$ cat src/rtl/isc_pg_pkg.sv
package isc_pg_pkg;
  typedef enum logic [1:0] {
    PK_NONE    = 2'd0,
    PK_START   = 2'd1,
    PK_STOP    = 2'd2,
    PK_ILLEGAL = 2'd3
  } pend_kind_e;

  localparam logic [1:0] RES_PASS = 2'b01;
  localparam logic [1:0] RES_FAIL = 2'b10;

  localparam int SUB_NONE = 0;
  localparam int SUB_DUR  = 1;
  localparam int SUB_SEQ  = 2;
  localparam int SUB_SEC  = 3;
endpackage

$ cat src/rtl/isc_pg_decode.sv
module isc_pg_decode
  import isc_pg_pkg::*;
#(
  parameter int                   IR_W    = 8,
  parameter int                   N_OK    = 4,
  parameter logic [N_OK*IR_W-1:0] OK_LIST = '0,
  parameter logic [IR_W-1:0]      OP_START = '0,
  parameter logic [IR_W-1:0]      OP_STOP  = '0
) (
  input  logic [IR_W-1:0] ir_code,
  input  logic            in_pulse,
  output pend_kind_e      kind
);
  logic [N_OK-1:0] hit;

  generate
    for (genvar i = 0; i < N_OK; i++) begin : g_ok
      assign hit[i] = (ir_code == OK_LIST[i*IR_W +: IR_W]);
    end
  endgenerate

  always_comb begin
    kind = PK_NONE;
    if (ir_code == OP_STOP) begin
      kind = PK_STOP;
    end else if (in_pulse) begin
      kind = (|hit) ? PK_NONE : PK_ILLEGAL;
    end else if (ir_code == OP_START) begin
      kind = PK_START;
    end
  end
endmodule

$ cat src/rtl/isc_pg_burn_timer.sv
module isc_pg_burn_timer #(
  parameter int MIN_BURN = 1000
) (
  input  logic clk,
  input  logic rst_n,
  input  logic clr,
  input  logic inc,
  output logic expired,
  output logic reach
);
  localparam int TMR_W = $clog2(MIN_BURN + 1);
  localparam logic [TMR_W-1:0] LIMIT  = TMR_W'(MIN_BURN);
  localparam logic [TMR_W-1:0] LAST_B = TMR_W'(MIN_BURN - 1);

  logic [TMR_W-1:0] cnt_q, cnt_d;
  logic             cnt_en;

  assign expired = (cnt_q == LIMIT);
  assign reach   = inc && (cnt_q == LAST_B);

  always_comb begin
    cnt_en = clr || (inc && !expired);
    cnt_d  = clr ? '0 : cnt_q + TMR_W'(1);
  end

  always_ff @(posedge clk or negedge rst_n) begin
    if (!rst_n) begin
      cnt_q <= '0;
    end else if (cnt_en) begin
      cnt_q <= cnt_d;
    end
  end
endmodule

$ cat src/rtl/isc_pg_status.sv
module isc_pg_status #(
  parameter int SUB_W = 2
) (
  input  logic             clk,
  input  logic             rst_n,
  input  logic             clr,
  input  logic             wr,
  input  logic [1:0]       wr_res,
  input  logic             wr_done,
  input  logic [SUB_W-1:0] wr_sub,
  input  logic             set_done,
  output logic [SUB_W+2:0] status
);
  logic [SUB_W+2:0] st_q, st_d;
  logic             st_en;

  always_comb begin
    st_en = clr || wr || set_done;
    st_d  = st_q;
    if (clr) begin
      st_d = '0;
    end else if (wr) begin
      st_d = {wr_sub, wr_done, wr_res};
    end else if (set_done) begin
      st_d[2] = 1'b1;
    end
  end

  always_ff @(posedge clk or negedge rst_n) begin
    if (!rst_n) begin
      st_q <= '0;
    end else if (st_en) begin
      st_q <= st_d;
    end
  end

  assign status = st_q;
endmodule

$ cat src/rtl/isc_pulse_guard.sv
module isc_pulse_guard
  import isc_pg_pkg::*;
#(
  parameter int              IR_W      = 8,
  parameter int              SUB_W     = 2,
  parameter int              MIN_BURN  = 1000,
  parameter logic [IR_W-1:0] OP_START  = 8'hE2,
  parameter logic [IR_W-1:0] OP_STOP   = 8'hE3,
  parameter logic [IR_W-1:0] OP_NOOP   = 8'hE0,
  parameter logic [IR_W-1:0] OP_BYPASS = 8'hFF,
  parameter logic [IR_W-1:0] OP_SAMPLE = 8'h01,
  parameter logic [IR_W-1:0] OP_EXTEST = 8'h00
) (
  input  logic             tck,
  input  logic             trst_n,
  input  logic             tap_tlr,
  input  logic             tap_rti,
  input  logic             ir_upd,
  input  logic [IR_W-1:0]  ir_code,
  input  logic             sec_fault,
  output logic [SUB_W+2:0] status,
  output logic             pulse_active
);
  localparam int                   N_OK    = 4;
  localparam logic [N_OK*IR_W-1:0] OK_LIST = {OP_NOOP, OP_BYPASS, OP_SAMPLE, OP_EXTEST};

  pend_kind_e       pend_q, pend_d, load_kind;
  logic             act_q, act_d;
  logic             exec;
  logic             tmr_clr, tmr_inc, tmr_expired, tmr_reach;
  logic             st_wr;
  logic [1:0]       st_res;
  logic             st_done;
  logic [SUB_W-1:0] st_sub;

  isc_pg_decode #(
    .IR_W(IR_W), .N_OK(N_OK), .OK_LIST(OK_LIST),
    .OP_START(OP_START), .OP_STOP(OP_STOP)
  ) u_dec (
    .ir_code (ir_code),
    .in_pulse(act_q),
    .kind    (load_kind)
  );

  assign exec = tap_rti && !ir_upd && !tap_tlr;

  always_comb begin
    pend_d = pend_q;
    if (tap_tlr) begin
      pend_d = PK_NONE;
    end else if (ir_upd) begin
      if (pend_q != PK_ILLEGAL) pend_d = load_kind;
    end else if (exec) begin
      pend_d = PK_NONE;
    end
  end

  always_comb begin
    act_d   = act_q;
    tmr_clr = tap_tlr;
    tmr_inc = 1'b0;
    st_wr   = 1'b0;
    st_res  = RES_FAIL;
    st_done = 1'b0;
    st_sub  = SUB_W'(SUB_NONE);
    if (exec) begin
      unique case (pend_q)
        PK_START: begin
          st_wr = 1'b1;
          if (sec_fault) begin
            st_sub = SUB_W'(SUB_SEC);
            act_d  = 1'b0;
          end else begin
            st_res  = RES_PASS;
            act_d   = 1'b1;
            tmr_clr = 1'b1;
          end
        end
        PK_STOP: begin
          st_wr = 1'b1;
          act_d = 1'b0;
          if (!act_q) begin
            st_sub = SUB_W'(SUB_SEQ);
          end else if (tmr_expired) begin
            st_res  = RES_PASS;
            st_done = 1'b1;
          end else begin
            st_sub = SUB_W'(SUB_DUR);
          end
        end
        PK_ILLEGAL: begin
          st_wr  = 1'b1;
          act_d  = 1'b0;
          st_sub = SUB_W'(SUB_SEQ);
        end
        default: tmr_inc = act_q;
      endcase
    end
    if (tap_tlr) act_d = 1'b0;
  end

  always_ff @(posedge tck or negedge trst_n) begin
    if (!trst_n) begin
      pend_q <= PK_NONE;
      act_q  <= 1'b0;
    end else begin
      pend_q <= pend_d;
      act_q  <= act_d;
    end
  end

  isc_pg_burn_timer #(.MIN_BURN(MIN_BURN)) u_tmr (
    .clk    (tck),
    .rst_n  (trst_n),
    .clr    (tmr_clr),
    .inc    (tmr_inc),
    .expired(tmr_expired),
    .reach  (tmr_reach)
  );

  isc_pg_status #(.SUB_W(SUB_W)) u_st (
    .clk     (tck),
    .rst_n   (trst_n),
    .clr     (tap_tlr),
    .wr      (st_wr),
    .wr_res  (st_res),
    .wr_done (st_done),
    .wr_sub  (st_sub),
    .set_done(tmr_reach),
    .status  (status)
  );

  assign pulse_active = act_q;
endmodule

$ cat config.mk
export PLATFORM = sky130hd
export DESIGN_NAME = isc_pulse_guard
export DESIGN_NICKNAME = d
export VERILOG_FILES = /design/src/rtl/isc_pg_pkg.sv /design/src/rtl/isc_pg_decode.sv /design/src/rtl/isc_pg_burn_timer.sv /design/src/rtl/isc_pg_status.sv /design/src/rtl/isc_pulse_guard.sv
export SDC_FILE = /design/constraint.sdc
export NUM_CORES = 1
export LEC_CHECK = 0
export ABC_CLOCK_PERIOD_IN_PS = 2200
export CORE_ASPECT_RATIO = 0.8
export CORE_UTILIZATION = 35
export CTS_BUF_LIST = sky130_fd_sc_hd__clkbuf_8
export DETAILED_ROUTE_END_ITERATION = 16
export SLEW_MARGIN = 20
export SYNTH_ARGS = -nofsm -noshare
export SYNTH_HDL_FRONTEND = slang
export SYNTH_HIERARCHICAL = 1
export SYNTH_SLANG_ARGS = --single-unit
$ cat constraint.sdc
create_clock -name tck -period 2.2 [get_ports tck]
set_input_delay 0.44 -clock tck [delete_from_list [all_inputs] [get_ports tck]]
set_output_delay 0.44 -clock tck [all_outputs]
set_load 0.02 [all_outputs]
==> results.cfg, run 1 <==
[critical_path]
cp_max_fo = 5
cp_top_family = simple AND/OR/NAND/NOR gates
rr_worst_depth = 8
rr_endpoint = u_st/status[2]$_DFFE_PN0P_
r2r_start = u_tmr/cnt_q[0]$_DFFE_PN0P_
critical_path_class = in -> reg
crit_path_max_incr_delay_ns = 0.49
cp-start-kind = input port
crit_slowest_cell = or4_1
end_kind = register
crit_required_ns = 2.37
worstPathArrival_ns = 2.19
cp.buffers_inverters = 1
crit_path_cell_trace = clkdlybuf4s50_1, nor3b_2, and3_1, nand3_2, or4_1, a21oi_1
rrSetupSlack_ns = 0.23

[detailed_routing]
drtIter0Drc = 49
wl_mm = 2.93
vias = 1137
via_per_inst = 5.34
dr.pass1.iters = 5
drtAntennaViolNets = 0
drc = 0
wl_per_cell_um = 13.8

[pwr]
leakage_nw = 0.662
p_switching_w = 0.000152
powerDensity_nw_per_um2 = 415
switching_share = 0.222
clkPwrFrac = 0.400
power.internal_w = 0.000533
ir_worst_vdd_uv = 363
p_seq_frac = 0.486
combPwrFrac = 0.115

[sta]
finalMaxSlewViolations = 0
fin_crit_ns = 2.01
skew_ns = 0.00712
tightestPinTransition_ns = 0.509
setup_violations = 0
layout_setup_ws_ns = 0.188
fin_crit_sh = 0.914
grt_setup_unrepaired = no
hold_viol_final = 0
clock.fmax_mhz = 497
max_slew_margin = 0.660

[clocking]
cts_made_buffers = 3
cts.sinks = 18
clock_latency_ns = 0.26
cts_buffer_depth = 2
cts_resized = 0
cts_tree = yes
ctsHoldBuffers = 0
htreeDepth = 1
clk_pin_slew_ns = 0.07
post-cts-setup-buffer-count = 0
root_buffer = clkbuf_8

[synth]
synth_area_um2 = 1280
yosys_most_used_dff = dfrtp_1
ys_ff_latch = 18
yosysMostFrequentCell = dfrtp_1
synthArstFlopShare = 1.00
synth_area_leaders = dfrtp_1 35%, ha_1 6.9%, a21oi_1 5.5%
netlist.top_cell.by_area = dfrtp_1
synth.distinct_cells = 37
synth_top_area_share = 0.353
synth.yosys.warnings = 6
syn_nets = 158
syn-mean-instance-area_um2 = 9.32
synth_edf_count = 0
synth_common_cells = 18 x dfrtp_1, 14 x a21oi_1, 10 x inv_1, 10 x nand2_1
ys_seq_area_frac = 0.353
syn_inst = 137

[floorplanning]
core-area_um2 = 3470
io_pins = 20
die_w_um = 69.5
fp.dieArea_um2 = 3900
rows = 19
fp.dieH_um = 56.0
start_util = 0.368

[final_layout]
fin_nets = 193
fillers = 352
drive_gt1_frac = 0.164
diodes = 0
fin_cells = 213
utilization = 0.477
design_area_um2 = 1650
syn2layout_area_growth_pct = 29.5

[placement]
place_ws_ns = -0.0952
gp_congestion = 0.821
dpl.hpwl_mm = 2.16
dp_cells = 209
placed_area_um2 = 1600
portBuffers = 19

[global_routing]
grt_pass1_wl_mm = 5.08
first_global_vias = 1108
antenna_found_initial = 0
track_usage = 0.164
grt_max_degree = 19
grt_overflow = 0

[status]
outcome = finished clean

[hold_path]
hold_class = in -> async

[job]
maxCapViolations = 0
[how the worst max path moves through the flow]
stage / start / to / slack, ns / cells after the start
2_1_floorplan: tap_tlr / u_tmr/cnt_q[7]$_DFFE_PN0P_ / 0.40 / 6
5_1_grt: u_tmr/cnt_q[0]$_DFFE_PN0P_ / u_st/status[2]$_DFFE_PN0P_ / 0.05 / 8
6_report: tap_rti / u_tmr/cnt_q[6]$_DFFE_PN0P_ / 0.19 / 6
3_3_place_gp: tap_rti / u_st/status[2]$_DFFE_PN0P_ / -0.04 / 8
3_5_place_dp: tap_rti / u_tmr/cnt_q[6]$_DFFE_PN0P_ / -0.1 / 6
4_1_cts: tap_rti / u_tmr/cnt_q[6]$_DFFE_PN0P_ / 0.17 / 6
[worst reg2reg max path: cells and delay by family (launching register included)]
family | cells | cell delay (ns)
DFF | 1 | 0.46
and+or+nand+nor | 6 | 1.18
adders and majority gates | 1 | 0.15
buffers and inverters | 1 | 0.09
[per-layer routing]
layer	global-route usage	vias up	routed length (um)
met5	0	-	0
met4	0.0525	0	36
met3	0.0417	5	123
met2	0.248	29	1260
met1	0.228	526	1510
li1	-	577	-
[power groups by stage]
| stage | registers [W] | clock network, W | logic [W] |
|---|---|---|---|
| 2_1_floorplan | 0.000341 | 0 | 0.0000222 |
| 5_1_grt | 0.000333 | 0.000293 | 0.0000864 |
| 3_3_place_gp | 0.000339 | 0 | 0.0000774 |
| 6_report | 0.000333 | 0.000274 | 0.0000787 |
| 3_5_place_dp | 0.000339 | 0 | 0.0000791 |
| 4_1_cts | 0.000333 | 0.000282 | 0.0000797 |
[cell usage in the layout, fill, tap and decap left out, types with 2 or more instances in the layout]
master,n
a21oi_1,14
and3_1,3
buf_4,14
clkbuf_8,4
clkdlybuf4s50_1,19
dfrtp_1,18
ha_1,7
inv_1,10
mux2i_1,5
nand2_1,10
nand2b_1,6
nand3_1,4
nand3b_1,3
nand4_1,4
nand4_4,2
nor2_1,7
nor3_1,2
nor3_2,2
nor4_1,2
o2111ai_1,3
o21ai_0,4
o31ai_1,4
or3_1,3
or4_1,6
xor2_1,2
[layout make-up]
| type | instances | area (um2) | area share |
|---|---|---|---|
| clock buffers | 4 | 55.1 | 0.0333 |
| flip-flops and latches | 18 | 450 | 0.272 |
| repair buffers | 33 | 295 | 0.179 |
| well taps | 42 | 52.6 | 0.0318 |
| multi-input cells | 106 | 763 | 0.461 |
| inverters | 10 | 37.5 | 0.0227 |
[through the flow]
stage               setup TNS [ns]  total power (W)  hold slack [ns]
floorplan                        0         0.000363            0.144
global placement            -0.129         0.000417            0.510
detailed placement          -0.266         0.000418            0.512
CTS                              0         0.000695            0.518
global route                     0         0.000712            0.537
finish                           0         0.000686            0.507
[flip-flops by register name (all words and copies together) (netlist names)]
signal,flops
u_st/status,5
pend_q,2
u_tmr/cnt_q,10
pulse_active,1
[cells by family (layout without fill, tap and decap cells)]
group / after synthesis / in the layout / share of synthesized area
AOI/OAI and AO/OA: 31 / 31 / 0.150
xor gates and xnor gates: 2 / 2 / 0.0137
adders and majority gates: 7 / 7 / 0.0686
buffers and inverters: 13 / 47 / 0.0500
DFF: 18 / 18 / 0.353
muxes: 5 / 5 / 0.0392
and+or+nand+nor: 61 / 61 / 0.326
(Power assumes the default switching activity.)
==> inputs of run 2 (changes only) <==
--- a/config.mk
+++ b/config.mk
@@ -10,6 +10,7 @@
 export CORE_UTILIZATION = 35
 export CTS_BUF_LIST = sky130_fd_sc_hd__clkbuf_8
 export DETAILED_ROUTE_END_ITERATION = 16
+export PLACE_DENSITY = 0.65
 export SLEW_MARGIN = 20
 export SYNTH_ARGS = -nofsm -noshare
 export SYNTH_HDL_FRONTEND = slang
==> run 2 against run 1 <==
First-iteration DRC count down 47%. Global-route usage decreased by 0.35 points. Maximum frequency is 6.3% lower. Register-to-register slack improved by 0.03 ns. Clock-buffer cell count is 1 lower. Combinational power shrank 0.6%. Sequential share of layout area is 0.38 points higher. Setup slack got worse by 0.14 ns. Final cell count decreased by 1.4%. Non-clock buffer count fell by 2.
==> results.cfg, run 2 (synthesis results as in run 1) <==
[critical_path]
critical_path_class = in -> reg
rrSetupSlack_ns = 0.26
worstPathArrival_ns = 2.32
rr_endpoint = u_st/status[2]$_DFFE_PN0P_
crit_required_ns = 2.37
end_kind = register
r2r_start = u_tmr/cnt_q[0]$_DFFE_PN0P_
cp_max_fo = 4
cp-start-kind = input port
rr_worst_depth = 8

[final_layout]
top_register = u_tmr/cnt_q
final_common_cell = clkdlybuf4s50_1
fillers = 325
fin_cells = 210
diodes = 0
design_area_um2 = 1630
final_cell_mix = 19 x clkdlybuf4s50_1, 18 x dfrtp_1, 14 x a21oi_1
fin_nets = 191
largest_register_ff_count = 10
drive_gt1_frac = 0.155
syn2layout_area_growth_pct = 27.7

[detailed_routing]
via_per_inst = 5.40
drc = 0
wl_mm = 2.89
vias = 1134
drtAntennaViolNets = 0
drtIter0Drc = 26
wl_per_cell_um = 13.8
dr.pass1.iters = 4

[sta]
clock.fmax_mhz = 466
setup_violations = 0
tns_ns = 0
skew_ns = 0.00338
tightestPinTransition_ns = 0.508
layout_setup_ws_ns = 0.0532
hold_viol_final = 0
finalMaxSlewViolations = 0
fin_crit_sh = 0.976
max_slew_margin = 0.661
fin_crit_ns = 2.15

[clocking]
ctsHoldBuffers = 0
root_buffer = clkbuf_8
htreeDepth = 1
cts_buffer_depth = 2
cts.sinks = 18
clock_latency_ns = 0.26
cts_tree = yes
clk_pin_slew_ns = 0.07
cts_made_buffers = 3

[global_routing]
use_met2 = 0.259
grt_use_met3 = 0.0163
antenna_found_initial = 0
grt_overflow = 0
track_usage = 0.160
grt_pass1_wl_mm = 4.96
grt_util_met1 = 0.214
grt_max_degree = 19
first_global_vias = 1102
top_usage_layer = met2

[pwr]
leakage_nw = 0.646
powerDensity_nw_per_um2 = 398
p_total_w = 0.000649
ir_worst_vdd_uv = 222

[placement]
dp_cells = 207
placed_area_um2 = 1580
portBuffers = 19
dpl.hpwl_mm = 2.14
gp_congestion = 0.831
place_ws_ns = -0.168

[hold_path]
hold_class = in -> async

[floorplanning]
core-area_um2 = 3470
die_w_um = 69.5
fp.dieArea_um2 = 3900
fp.dieH_um = 56.0
rows = 19
io_pins = 20
start_util = 0.368

[job]
maxCapViolations = 0

[status]
outcome = finished clean
run 2: worst max-delay path, cell delays in order:
cell and delay [ns]:
clkdlybuf4s50_1 0.54, nor3b_2 0.22, and3_1 0.30, nand3_2 0.13, or4_1 0.50, a21oi_1 0.19
run 2: per-layer routing:
layer	vias to the layer above	wire length, um	part of all wire
met5	-	0	0
met4	0	55	0.019
met3	4	104	0.036
met2	31	1330	0.46
met1	532	1400	0.49
li1	567	-	-
run 2: power breakdown:
| group | total (W) | switching (W) | internal [W] | leakage (nW) |
|---|---|---|---|---|
| Sequential | 0.000333 | 0.000000779 | 0.000332 | 0.251 |
| Combinational | 0.0000782 | 0.0000375 | 0.0000407 | 0.374 |
| Clock | 0.000238 | 0.000116 | 0.000122 | 0.0216 |
| Total | 0.000649 | 0.000154 | 0.000495 | 0.646 |
run 2: area by class of cell:
class                           instances  area [um2]  area share
Inverter                               10        37.5      0.0230
Clock buffer                            3        41.3      0.0253
Timing Repair Buffer                   31         280       0.172
Multi-Input combinational cell        106         769       0.472
Tap cell                               42        52.6      0.0322
Sequential cell                        18         450       0.276
run 2: through the flow:
stage / hold WS [ns] / utilization
2_1_floorplan: 0.144 / -
3_3_place_gp: 0.502 / 0.456
3_5_place_dp: 0.513 / 0.456
4_1_cts: 0.520 / 0.468
5_1_grt: 0.528 / 0.470
6_report: 0.506 / 0.470
run 2: how the worst max path moves through the flow:
| stage | from | to | slack (ns) | cells past startpoint |
|---|---|---|---|---|
| global placement | tap_rti | u_tmr/cnt_q[7]$_DFFE_PN0P_ | -0.12 | 6 |
| detailed placement | tap_rti | u_tmr/cnt_q[9]$_DFFE_PN0P_ | -0.17 | 6 |
| finish | tap_rti | u_tmr/cnt_q[8]$_DFFE_PN0P_ | 0.05 | 6 |
| global route | tap_rti | u_tmr/cnt_q[8]$_DFFE_PN0P_ | -0.004 | 6 |
| CTS | tap_rti | u_tmr/cnt_q[9]$_DFFE_PN0P_ | 0.07 | 6 |
| floorplan | tap_tlr | u_tmr/cnt_q[7]$_DFFE_PN0P_ | 0.40 | 6 |
run 2: repair_timing:
| action | in CTS | in global routing |
|---|---|---|
| resized for setup | 0 | 1 |
| buffers inserted | 0 | 0 |
| endpoints found under the setup margin | 0 | 1 |
==> inputs of run 3 (changes only) <==
--- a/config.mk
+++ b/config.mk
@@ -6,11 +6,13 @@
 export NUM_CORES = 1
 export LEC_CHECK = 0
 export ABC_CLOCK_PERIOD_IN_PS = 2200
+export CAP_MARGIN = 0
 export CORE_ASPECT_RATIO = 0.8
-export CORE_UTILIZATION = 35
+export CORE_MARGIN = 5
+export CORE_UTILIZATION = 30
 export CTS_BUF_LIST = sky130_fd_sc_hd__clkbuf_8
 export DETAILED_ROUTE_END_ITERATION = 16
-export PLACE_DENSITY = 0.65
+export PLACE_DENSITY = 0.59
 export SLEW_MARGIN = 20
 export SYNTH_ARGS = -nofsm -noshare
 export SYNTH_HDL_FRONTEND = slang
==> run 3 against run 2 <==
First-iteration DRC count increased by 73%. Non-clock buffer count decreased by 1. Clock-buffer cell count increased by 1. Critical path depth unchanged. Clock skew increased by 0.0028 ns. Wire length decreased by 3.7%. Maximum frequency increased by 3.9%. Flip-flop and latch count unchanged. Final cell count increased by 7.1%. Critical path type unchanged. Critical endpoint is now u_tmr/cnt_q[9]$_DFFE_PN0P_.
==> results.cfg, run 3 (synthesis results as in run 1) <==
[status]
outcome = finished clean

[critical_path]
end_kind = register
crit_path_cell_trace = clkdlybuf4s50_1, nor3b_4, and3_4, nand4_4, or4_1, a21oi_1
crit_path_max_incr_delay_ns = 0.56
crit_slowest_cell = clkdlybuf4s50_1
worstPathArrival_ns = 2.24
cp_max_fo = 5
critical_path_class = in -> reg
cp-start-kind = input port
crit_required_ns = 2.37

[floorplanning]
fp.dieH_um = 68.4
rows = 21
fp.dieArea_um2 = 5670
start_util = 0.308
die_w_um = 83.0
io_pins = 20
core-area_um2 = 4150

[final_layout]
largest_register_ff_count = 10
syn2layout_area_growth_pct = 30.1
final_common_cell = clkdlybuf4s50_1
drive_gt1_frac = 0.155
top_register = u_tmr/cnt_q
fin_nets = 190
final_cell_mix = 19 x clkdlybuf4s50_1, 18 x dfrtp_1, 14 x a21oi_1
diodes = 0
fillers = 428
design_area_um2 = 1660

[sta]
grt_setup_unrepaired = no
clock.fmax_mhz = 484
max_slew_margin = 0.711
tns_ns = 0
setup_violations = 0
finalMaxSlewViolations = 0
hold_viol_final = 0
fin_crit_ns = 2.07
skew_ns = 0.00617
tightestPinTransition_ns = 0.430
timing.hold.ws_ns = 0.519
fin_crit_sh = 0.939

[global_routing]
grt_max_degree = 19
track_usage = 0.103
antenna_found_initial = 0
first_global_vias = 1105
grt_overflow = 0
grt_pass1_wl_mm = 4.79

[placement]
dpl.hpwl_mm = 2.19
gp_congestion = 0.811
portBuffers = 19
placed_area_um2 = 1600

[clocking]
cts.sinks = 18
cts_buffer_depth = 2
cts_tree = yes
clk_pin_slew_ns = 0.08
clock_latency_ns = 0.25
cts_made_buffers = 3
cts_resized = 0
htreeDepth = 1
root_buffer = clkbuf_8
ctsHoldBuffers = 0
post-cts-setup-buffer-count = 0

[hold_path]
hold_class = in -> async

[detailed_routing]
wl_mm = 2.78
drc = 0
vias = 1103
wl_per_cell_um = 12.4
dr.pass1.iters = 4
via_per_inst = 4.90
drtIter0Drc = 45
drtAntennaViolNets = 0

[pwr]
leakage_nw = 0.648
powerDensity_nw_per_um2 = 413
ir_worst_vdd_uv = 230

[job]
maxCapViolations = 0
## run 3: cell types whose count changed in the layout (fill, tap and decap cells not counted), sizes merged
cell    delta
clkbuf     +1
buf        -1
## run 3: power breakdown
group	switching [W]	internal, W	total (W)
registers	0.00000219	0.000332	0.000334
logic	0.0000355	0.0000394	0.0000749
clock network	0.000118	0.000159	0.000277
## run 3: cell type report
type | count | area (um2) | area share
clock buffer | 4 | 55.1 | 0.0331
inverter | 10 | 37.5 | 0.0226
multi-input combinational | 106 | 774 | 0.466
sequential | 18 | 450 | 0.271
tap | 57 | 71.3 | 0.0429
timing repair buffer | 30 | 273 | 0.164
## run 3: path summary, 6_finish.rpt
check / end / slack (ns) / cells after the start / start
worst max-delay path: u_tmr/cnt_q[9]$_DFFE_PN0P_ / 0.13 / 6 / tap_rti
worst min-delay path: u_st/status[2]$_DFFE_PN0P_ / 0.52 / 2 / trst_n
worst max register to register: u_st/status[2]$_DFFE_PN0P_ / 0.22 / 8 / u_tmr/cnt_q[0]$_DFFE_PN0P_
worst min register to register: u_st/status[0]$_DFFE_PN0P_ / 0.52 / 2 / u_st/status[0]$_DFFE_PN0P_
max in group asynchronous: pulse_active$_DFFE_PN0P_ / 1.48 / 2 / trst_n
min in group tck: u_st/status[0]$_DFFE_PN0P_ / 0.52 / 2 / u_st/status[0]$_DFFE_PN0P_
## run 3: metal layers
layer	share of wire	track usage	vias up
met3	0.031	0.0277	4
met5	0	0	-
li1	-	-	570
met4	0.0090	0.0286	0
met2	0.48	0.193	16
met1	0.48	0.117	513
## run 3: worst max-delay path: cells and delay by family
kind | cells | cell delay, ns
and+or+nand+nor | 4 | 1.08
buffers and inverters | 1 | 0.56
AOI/OAI and AO/OA | 1 | 0.16
## run 3: metrics by stage
stage	util	worst slack (ns)	std cells	power [W]
floorplan	-	0.396	137	0.000363
global placement	0.384	-0.129	221	0.000413
global route	0.400	0.0185	225	0.000714
detailed placement	0.384	-0.223	221	0.000415
finish	0.400	0.134	225	0.000686
CTS	0.398	0.0499	225	0.000696
